File: src/rtl/aud_pkg.sv
// Shared constants for the audio port controller: register offsets and
// status bit positions that software decodes. Assumes byte offsets.
package aud_pkg;
    localparam logic [7:0] OFF_CTRL  = 8'h00;
    localparam logic [7:0] OFF_FMT   = 8'h04;
    localparam logic [7:0] OFF_STAT  = 8'h0C;
    localparam logic [7:0] OFF_MASK  = 8'h14;
    localparam logic [7:0] OFF_CLR   = 8'h18;
    localparam logic [7:0] OFF_DIV   = 8'h60;
    localparam logic [7:0] OFF_DATA  = 8'h80;

    localparam logic [15:0] CTRL_WMASK = 16'hFF0D;
    localparam logic [5:0]  FMT_WMASK  = 6'h39;
    localparam logic [6:0]  MASK_WMASK = 7'h78;

    localparam int ST_TNF = 0;
    localparam int ST_RNE = 1;
    localparam int ST_BSY = 2;
    localparam int ST_TRQ = 3;
    localparam int ST_RRQ = 4;
    localparam int ST_UR  = 5;
    localparam int ST_OVR = 6;
    localparam int ST_OFF = 7;
endpackage

File: src/rtl/aud_fifo.sv
// Synchronous first-word-fall-through queue with a level count.
// Assumes DEPTH is a power of two and that the caller never pushes when
// full or pops when empty; flush has priority over push and pop.
module aud_fifo #(
    parameter int W     = 32,
    parameter int DEPTH = 16,
    localparam int AW   = $clog2(DEPTH),
    localparam int LW   = $clog2(DEPTH + 1)
) (
    input  logic          clk,
    input  logic          rst_n,
    input  logic          flush,
    input  logic          push,
    input  logic [W-1:0]  din,
    input  logic          pop,
    output logic [W-1:0]  dout,
    output logic [LW-1:0] level,
    output logic          full,
    output logic          empty
);
    logic [W-1:0]  mem [DEPTH];
    logic [AW-1:0] wptr, rptr;

    // Storage write: data only, no reset needed.
    always_ff @(posedge clk) begin
        if (push && !flush) mem[wptr] <= din;
    end

    // Pointer and level bookkeeping.
    always_ff @(posedge clk) begin
        if (!rst_n || flush) begin
            wptr  <= '0;
            rptr  <= '0;
            level <= '0;
        end else begin
            if (push) wptr <= wptr + 1'b1;
            if (pop)  rptr <= rptr + 1'b1;
            if (push && !pop)      level <= level + 1'b1;
            else if (pop && !push) level <= level - 1'b1;
        end
    end

    assign dout  = mem[rptr];
    assign full  = (level == LW'(DEPTH));
    assign empty = (level == '0);

    // the caller gates pushes against a full queue.
    assert_no_push_full_R3: assert property (@(posedge clk) disable iff (!rst_n)
        push |-> !full);
    // the caller gates pops against an empty queue.
    assert_no_pop_empty_R4: assert property (@(posedge clk) disable iff (!rst_n)
        pop |-> !empty);
endmodule

File: src/rtl/aud_status.sv
// Status word, sticky error flags and masked interrupt.
// Assumes thresholds are 4-bit and levels may reach DEPTH.
module aud_status #(
    parameter int LW = 5
) (
    input  logic          clk,
    input  logic          rst_n,
    input  logic [LW-1:0] tx_level,
    input  logic [LW-1:0] rx_level,
    input  logic [3:0]    tx_thr,
    input  logic [3:0]    rx_thr,
    input  logic          tx_full,
    input  logic          rx_empty,
    input  logic          link_on,
    input  logic          frame_active,
    input  logic          ur_evt,
    input  logic          ovr_evt,
    input  logic          clr_ur,
    input  logic          clr_ovr,
    input  logic          flush,
    input  logic [3:0]    irq_mask,
    output logic [7:0]    status,
    output logic          irq
);
    import aud_pkg::*;

    logic ur_q, ovr_q;

    // Sticky flags: flush wins, then a new event, then the clear.
    always_ff @(posedge clk) begin
        if (!rst_n || flush) begin
            ur_q  <= 1'b0;
            ovr_q <= 1'b0;
        end else begin
            ur_q  <= ur_evt  | (ur_q  & ~clr_ur);
            ovr_q <= ovr_evt | (ovr_q & ~clr_ovr);
        end
    end

    // Assemble the status word from queue state and engine state.
    always_comb begin
        status         = '0;
        status[ST_TNF] = ~tx_full;
        status[ST_RNE] = ~rx_empty;
        status[ST_BSY] = link_on & frame_active;
        status[ST_TRQ] = (tx_level <= LW'(tx_thr));
        status[ST_RRQ] = (rx_level >= LW'(rx_thr));
        status[ST_UR]  = ur_q;
        status[ST_OVR] = ovr_q;
        status[ST_OFF] = ~link_on & ~frame_active;
    end

    assign irq = |(status[6:3] & irq_mask);

    // underrun stays set unless cleared or flushed.
    assert_ur_sticky_R7: assert property (@(posedge clk) disable iff (!rst_n)
        (ur_q && !clr_ur && !flush) |=> ur_q);
    // an overrun event always raises the flag.
    assert_ovr_set_R8: assert property (@(posedge clk) disable iff (!rst_n)
        (ovr_evt && !flush) |=> ovr_q);
    // a clear never defeats a simultaneous underrun event.
    assert_set_wins_R9: assert property (@(posedge clk) disable iff (!rst_n)
        (ur_evt && clr_ur && !flush) |=> ur_q);
    // no interrupt with every mask bit off.
    assert_irq_masked_R12: assert property (@(posedge clk) disable iff (!rst_n)
        (irq_mask == 4'b0) |-> !irq);
endmodule

File: src/rtl/audio_port_ctrl.sv
// Register bank and queue controller of a stereo serial audio port.
// Assumes a single-cycle register port (one strobe per access) and an
// external shifting engine using pull/push strobes. Reads return data one
// edge after reg_rd; a data-port read pops the receive queue.
module audio_port_ctrl #(
    parameter int W     = 32,
    parameter int DEPTH = 16,
    parameter int DIV_W = 12,
    localparam int LW   = $clog2(DEPTH + 1)
) (
    input  logic             clk,
    input  logic             rst_n,
    input  logic             reg_wr,
    input  logic             reg_rd,
    input  logic [7:0]       reg_addr,
    input  logic [W-1:0]     reg_wdata,
    output logic [W-1:0]     reg_rdata,
    input  logic             tx_pull,
    output logic [W-1:0]     tx_word,
    input  logic             rx_push,
    input  logic [W-1:0]     rx_word,
    input  logic             frame_active,
    output logic             link_en,
    output logic             bclk_out_en,
    output logic             fmt_msb_just,
    output logic             rec_off,
    output logic             play_off,
    output logic             loopback,
    output logic [DIV_W-1:0] clk_div,
    output logic             irq
);
    import aud_pkg::*;

    logic [15:0]      ctrl_q;
    logic [5:0]       fmt_q;
    logic [6:0]       mask_q;
    logic [DIV_W-1:0] div_q;

    logic [W-1:0]  tx_head, rx_head;
    logic [LW-1:0] tx_level, rx_level;
    logic          tx_full, tx_empty, rx_full, rx_empty;
    logic          tx_push_ok, tx_pop_ok, rx_push_ok, rx_pop_ok;
    logic          ur_evt, ovr_evt, clr_ur, clr_ovr, flush;
    logic [7:0]    status;
    logic [W-1:0]  rd_mux;

    // Decode write and read strobes against the data port and clear register.
    always_comb begin
        flush      = ctrl_q[3];
        tx_push_ok = reg_wr && (reg_addr == OFF_DATA) && !tx_full;
        rx_pop_ok  = reg_rd && (reg_addr == OFF_DATA) && !rx_empty;
        tx_pop_ok  = tx_pull && !tx_empty;
        rx_push_ok = rx_push && !rx_full;
        ur_evt     = tx_pull && tx_empty;
        ovr_evt    = rx_push && rx_full;
        clr_ur     = reg_wr && (reg_addr == OFF_CLR) && reg_wdata[ST_UR];
        clr_ovr    = reg_wr && (reg_addr == OFF_CLR) && reg_wdata[ST_OVR];
    end

    // Configuration registers, masked to their defined bits.
    always_ff @(posedge clk) begin
        if (!rst_n) begin
            ctrl_q <= '0;
            fmt_q  <= '0;
            mask_q <= '0;
            div_q  <= '0;
        end else if (reg_wr) begin
            case (reg_addr)
                OFF_CTRL: ctrl_q <= reg_wdata[15:0] & CTRL_WMASK;
                OFF_FMT:  fmt_q  <= reg_wdata[5:0]  & FMT_WMASK;
                OFF_MASK: mask_q <= reg_wdata[6:0]  & MASK_WMASK;
                OFF_DIV:  div_q  <= reg_wdata[DIV_W-1:0];
                default:  ;
            endcase
        end
    end

    aud_fifo #(.W(W), .DEPTH(DEPTH)) u_txq (
        .clk(clk), .rst_n(rst_n), .flush(flush),
        .push(tx_push_ok), .din(reg_wdata), .pop(tx_pop_ok),
        .dout(tx_head), .level(tx_level), .full(tx_full), .empty(tx_empty)
    );

    aud_fifo #(.W(W), .DEPTH(DEPTH)) u_rxq (
        .clk(clk), .rst_n(rst_n), .flush(flush),
        .push(rx_push_ok), .din(rx_word), .pop(rx_pop_ok),
        .dout(rx_head), .level(rx_level), .full(rx_full), .empty(rx_empty)
    );

    aud_status #(.LW(LW)) u_stat (
        .clk(clk), .rst_n(rst_n),
        .tx_level(tx_level), .rx_level(rx_level),
        .tx_thr(ctrl_q[11:8]), .rx_thr(ctrl_q[15:12]),
        .tx_full(tx_full), .rx_empty(rx_empty),
        .link_on(ctrl_q[0]), .frame_active(frame_active),
        .ur_evt(ur_evt), .ovr_evt(ovr_evt),
        .clr_ur(clr_ur), .clr_ovr(clr_ovr), .flush(flush),
        .irq_mask(mask_q[6:3]), .status(status), .irq(irq)
    );

    // Read multiplexer over all registers.
    always_comb begin
        rd_mux = '0;
        case (reg_addr)
            OFF_CTRL: rd_mux = W'(ctrl_q);
            OFF_FMT:  rd_mux = W'(fmt_q);
            OFF_STAT: rd_mux = W'(status);
            OFF_MASK: rd_mux = W'(mask_q);
            OFF_DIV:  rd_mux = W'(div_q);
            OFF_DATA: rd_mux = rx_empty ? '0 : rx_head;
            default:  rd_mux = '0;
        endcase
    end

    // Register the read data on the strobe edge.
    always_ff @(posedge clk) begin
        if (!rst_n)      reg_rdata <= '0;
        else if (reg_rd) reg_rdata <= rd_mux;
    end

    assign tx_word      = tx_empty ? '0 : tx_head;
    assign link_en      = ctrl_q[0];
    assign bclk_out_en  = ctrl_q[2];
    assign fmt_msb_just = fmt_q[0];
    assign rec_off      = fmt_q[3];
    assign play_off     = fmt_q[4];
    assign loopback     = fmt_q[5];
    assign clk_div      = div_q;

    // one cycle of soft reset leaves both queues empty.
    assert_flush_empties_R10: assert property (@(posedge clk) disable iff (!rst_n)
        flush |=> (tx_level == '0 && rx_level == '0));
    // a delivered word to a full receive queue does not change its level.
    assert_ovr_drop_R8: assert property (@(posedge clk) disable iff (!rst_n)
        (ovr_evt && !rx_pop_ok && !flush) |=> (rx_level == LW'(DEPTH)));
endmodule

File: config.mk
export PLATFORM = sky130hd
export DESIGN_NAME = audio_port_ctrl
export DESIGN_NICKNAME = d
export VERILOG_FILES = /design/src/rtl/aud_pkg.sv /design/src/rtl/aud_fifo.sv /design/src/rtl/aud_status.sv /design/src/rtl/audio_port_ctrl.sv
export SDC_FILE = /design/constraint.sdc
export NUM_CORES = 1
export LEC_CHECK = 0
export BUFFER_PORTS_ARGS = -buffer_cell sky130_fd_sc_hd__buf_2
export CORE_ASPECT_RATIO = 0.6
export CORE_MARGIN = 5
export CORE_UTILIZATION = 45
export CTS_BUF_LIST = sky130_fd_sc_hd__clkbuf_8
export CTS_CLUSTER_SIZE = 16
export DETAILED_ROUTE_END_ITERATION = 8
export HOLD_SLACK_MARGIN = 0.1
export PLACE_DENSITY = 0.75
export SYNTH_ARGS = -nofsm -noshare
export SYNTH_HDL_FRONTEND = slang
export SYNTH_SLANG_ARGS = --single-unit
File: constraint.sdc
create_clock -name clk -period 3.03 [get_ports clk]
set_input_delay 0.1515 -clock clk [delete_from_list [all_inputs] [get_ports clk]]
set_output_delay 0.1515 -clock clk [all_outputs]
set_load 0.03 [all_outputs]
==> impl_metrics.py <==
metrics = {
    "run_status": {
        "status": "complete, but fails checks",
        "violations": "setup timing",
    },
    "worst_setup_path": {
        "crit_type": "reg2out",
        "path_cells": "buf_12 -> buf_16 -> mux4_2 -> mux4_2 -> and2_4 -> buf_6",
        "cp_num_buf_inv": 3,
        "cp_max_fo": 7,
        "cp_slowest_cell": "mux4_2",
        "cp-start-kind": "flip-flop",
        "cp-end-kind": "output port",
        "crit_top_cell": "mux4_2",
        "arrival_ps": 3020,
        "crit_family": "multiplexers",
        "cp_slowest_stage_delay_ps": 540,
        "critPathRequiredTime_ps": 2880,
    },
    "sta": {
        "setup_viol": 32,
        "setup_slack_ps": -141.4,
        "slew_headroom_pct": 29.80,
        "fin_skew_ps": 31.49,
        "hold_violations": 0,
        "rsz0062_at_grt": "yes",
        "max_slew.worst_pin.slew_ps": 1051,
        "fmax_mhz": 315.3,
        "min_period_ps": 3171,
        "period_share_pct": 104.7,
        "slew_violations": 0,
    },
    "die": {
        "io_pins": 162,
        "initial_utilization_pct": 45.38,
        "num_rows": 88,
        "chipWidth_um": 412.0,
        "core_area_um2": 96120,
        "fp.dieH_um": 251.2,
        "dieArea_um2": 103500,
    },
    "finish": {
        "area_growth_pct": 18.43,
        "final_common_cell": "edfxtp_1",
        "ff_latch_area_um2": 32750,
        "nFillCells": 7074,
        "multi_input_area_um2": 10630,
        "fin_cells": 4026,
        "drive_gt1_share_pct": 31.94,
        "nets": 2704,
        "layout.cells.most_common_list": "edfxtp_1 (1,024), mux4_2 (288), clkbuf_8 (165)",
    },
    "clock_network": {
        "clock-sinks": 1123,
        "worstSkewPairLatency_ps": 840,
        "cts_root_buf": "clkbuf_8",
        "cts_made_buffers": 157,
        "h-tree-depth": 4,
        "clkSlewWorstSetupHoldPaths_ps": 70,
        "clockBufferDepth": 3,
        "cts_tree": "built",
    },
    "route": {
        "via_per_inst": 5.869,
        "dr.pass1.iters": 5,
        "vias": 23630,
        "wirelength_um": 108900,
        "ant_nets": 0,
        "drc_errors": 0,
        "drt_iter0_markers": 2717,
        "routedWlPerCell_um": 27.04,
    },
    "logic_synthesis": {
        "ys_seq_area_share_pct": 75.03,
        "synth_edf_count": 1024,
        "netlist_instances": 2177,
        "syn-mean-instance-area_um2": 20.04,
        "synthesis.area_um2": 43620,
        "synth_fp_nets": 2284,
        "synthArstFlopShare_pct": 0,
        "ys_ff_latch": 1123,
        "synth_flop_cell": "edfxtp_1",
        "ys_types": 61,
        "yosys_warnings": 0,
    },
    "pwr": {
        "peakVddDrop_mv": 0.5012,
        "p_leak_uw": 0.01671,
        "p_per_area_nw_per_um2": 702.8,
        "finalPower_uw": 36310,
    },
    "job": {
        "max_cap_violations": 0,
    },
    "grt": {
        "track_usage_pct": 20.99,
        "gr-total-overflow": 0,
        "antenna_found_initial": 3,
        "grt_first_pass_wirelength_um": 159500,
        "grt_max_degree": 69,
        "grt_pass1_vias": 23960,
    },
    "worst_hold_path": {
        "worstHoldPathType": "in2reg",
    },
    "placed_design": {
        "dp.cells": 3631,
        "gp_congestion": 0.9131,
        "io_buffer_count": 161,
        "dp_slack_ps": -155.0,
        "hpwl_um": 62070,
    },
}
-- final timing paths --
check	slack [ps]	to	from	depth (start not counted)
worst max-delay path	-140	tx_word[2]	flip-flop	6
worst min-delay path	120	reg_rdata[4]	reg_addr[0]	6
worst max register to register	130	u_rxq.level[4]	u_rxq.level[2]	12
worst min register to register	470	reg_rdata[27]	reg_rdata[27]	2
-- logic make-up (layout without fill, tap and decap cells) --
logic type	after synthesis	count (layout)	share of synthesized area (%)
AND/OR/NAND/NOR	374	374	4.099
buffers and inverters	131	672	1.362
XOR/XNOR	19	19	0.3815
multiplexers	334	334	15.94
flip-flops	1123	1123	75.03
AO/OA/AOI/OAI	168	168	2.343
adder cells (fa/ha/maj)	28	28	0.8375
other	0	3	0
-- worst register-to-register path, stage by stage (launching register included) --
cell	delay, ps
dfxtp_1	330
or4_4	550
o211ai_1	220
or2_2	140
ha_1	170
inv_1	80
buf_4	150
fa_2	340
a21o_1	180
a21oi_2	140
xnor2_1	80
or3_1	300
a21oi_1	140
-- sequential cells by signal, indices dropped and copies added, names as in the netlist, 5 cells and up, named ones only --
signal       count
clk_div         12
ctrl_q          11
reg_rdata       32
u_rxq.level      5
u_rxq.mem      512
u_txq.level      5
u_txq.mem      512
-- metal layers --
metal	global-route usage [%]	share of wire [%]	up-vias
li1	-	-	9703
met1	30.51	41	12360
met2	32.34	47	1390
met3	4.496	9.9	171
met4	6.271	2.4	0
met5	0	0	-
-- layout make-up --
cell class,instances,share of cell area (%)
flip-flops and latches,1123,63.40
well taps,1305,3.161
clock buffers,165,4.396
clock inverters,115,1.487
multi-input cells,923,20.58
inverters,19,0.1380
diodes,3,0.01453
repair buffers,373,6.822
-- cell usage after synthesis (3+ instances only) --
library cell | instances | area share, %
dfxtp_1 | 99 | 4.5
clkbuf_1 | 51 | 0.44
o221a_2 | 5 | 0.13
a31oi_1 | 6 | 0.086
ha_1 | 26 | 0.75
or3_1 | 6 | 0.086
nor4b_1 | 3 | 0.060
edfxtp_1 | 1024 | 70
nor2b_1 | 36 | 0.52
nor3_1 | 7 | 0.080
buf_1 | 16 | 0.14
mux2i_1 | 40 | 0.92
nor4_1 | 3 | 0.043
nand2_1 | 132 | 1.1
mux4_2 | 288 | 15
a21oi_1 | 68 | 0.78
o211ai_1 | 9 | 0.15
nand2b_1 | 14 | 0.20
nand3_1 | 26 | 0.30
clkbuf_2 | 3 | 0.034
a22oi_1 | 4 | 0.069
a21boi_0 | 11 | 0.19
a211oi_1 | 4 | 0.069
buf_4 | 16 | 0.28
xnor2_1 | 9 | 0.18
buf_2 | 25 | 0.29
a21o_1 | 4 | 0.069
mux2_2 | 6 | 0.15
inv_1 | 17 | 0.15
and2_1 | 33 | 0.47
xor2_1 | 10 | 0.20
nand4_1 | 8 | 0.11
and3_1 | 3 | 0.043
nor2_1 | 90 | 0.77
o21ai_0 | 42 | 0.48
nand3b_1 | 4 | 0.069
-- per-stage QoR --
stage	cell area [um^2]	hold slack, ps	TNS [ps]	utilization [%]
4_1_cts	51600	104.9	-6452	53.68
2_1_floorplan	43630	250.4	-36310	-
3_5_place_dp	47010	450.2	-155.0	48.91
5_1_grt	51660	112.4	-6114	53.75
3_3_place_gp	47010	443.1	-24.51	48.91
6_report	51660	116.2	-2334	53.75
-- power by group --
| group | leakage (uW) | switching [uW] | total [uW] | internal (uW) |
|---|---|---|---|---|
| Clock | 0.00175 | 5750 | 11500 | 5790 |
| Combinational | 0.00493 | 3750 | 7440 | 3690 |
| Sequential | 0.0100 | 168 | 17300 | 17200 |
| Total | 0.0167 | 9670 | 36300 | 26600 |
-- repair_timing --
item / in CTS / in global routing
setup buffers: 8 / 8
resized for setup: 91 / 20
hold endpoints to repair: 1105 / 0
endpoints found under the setup margin: 32 / 38
cloned: 10 / 2
pin swaps: 0 / 2
hold buffers: 90 / 0
(Power assumes the default switching activity.)
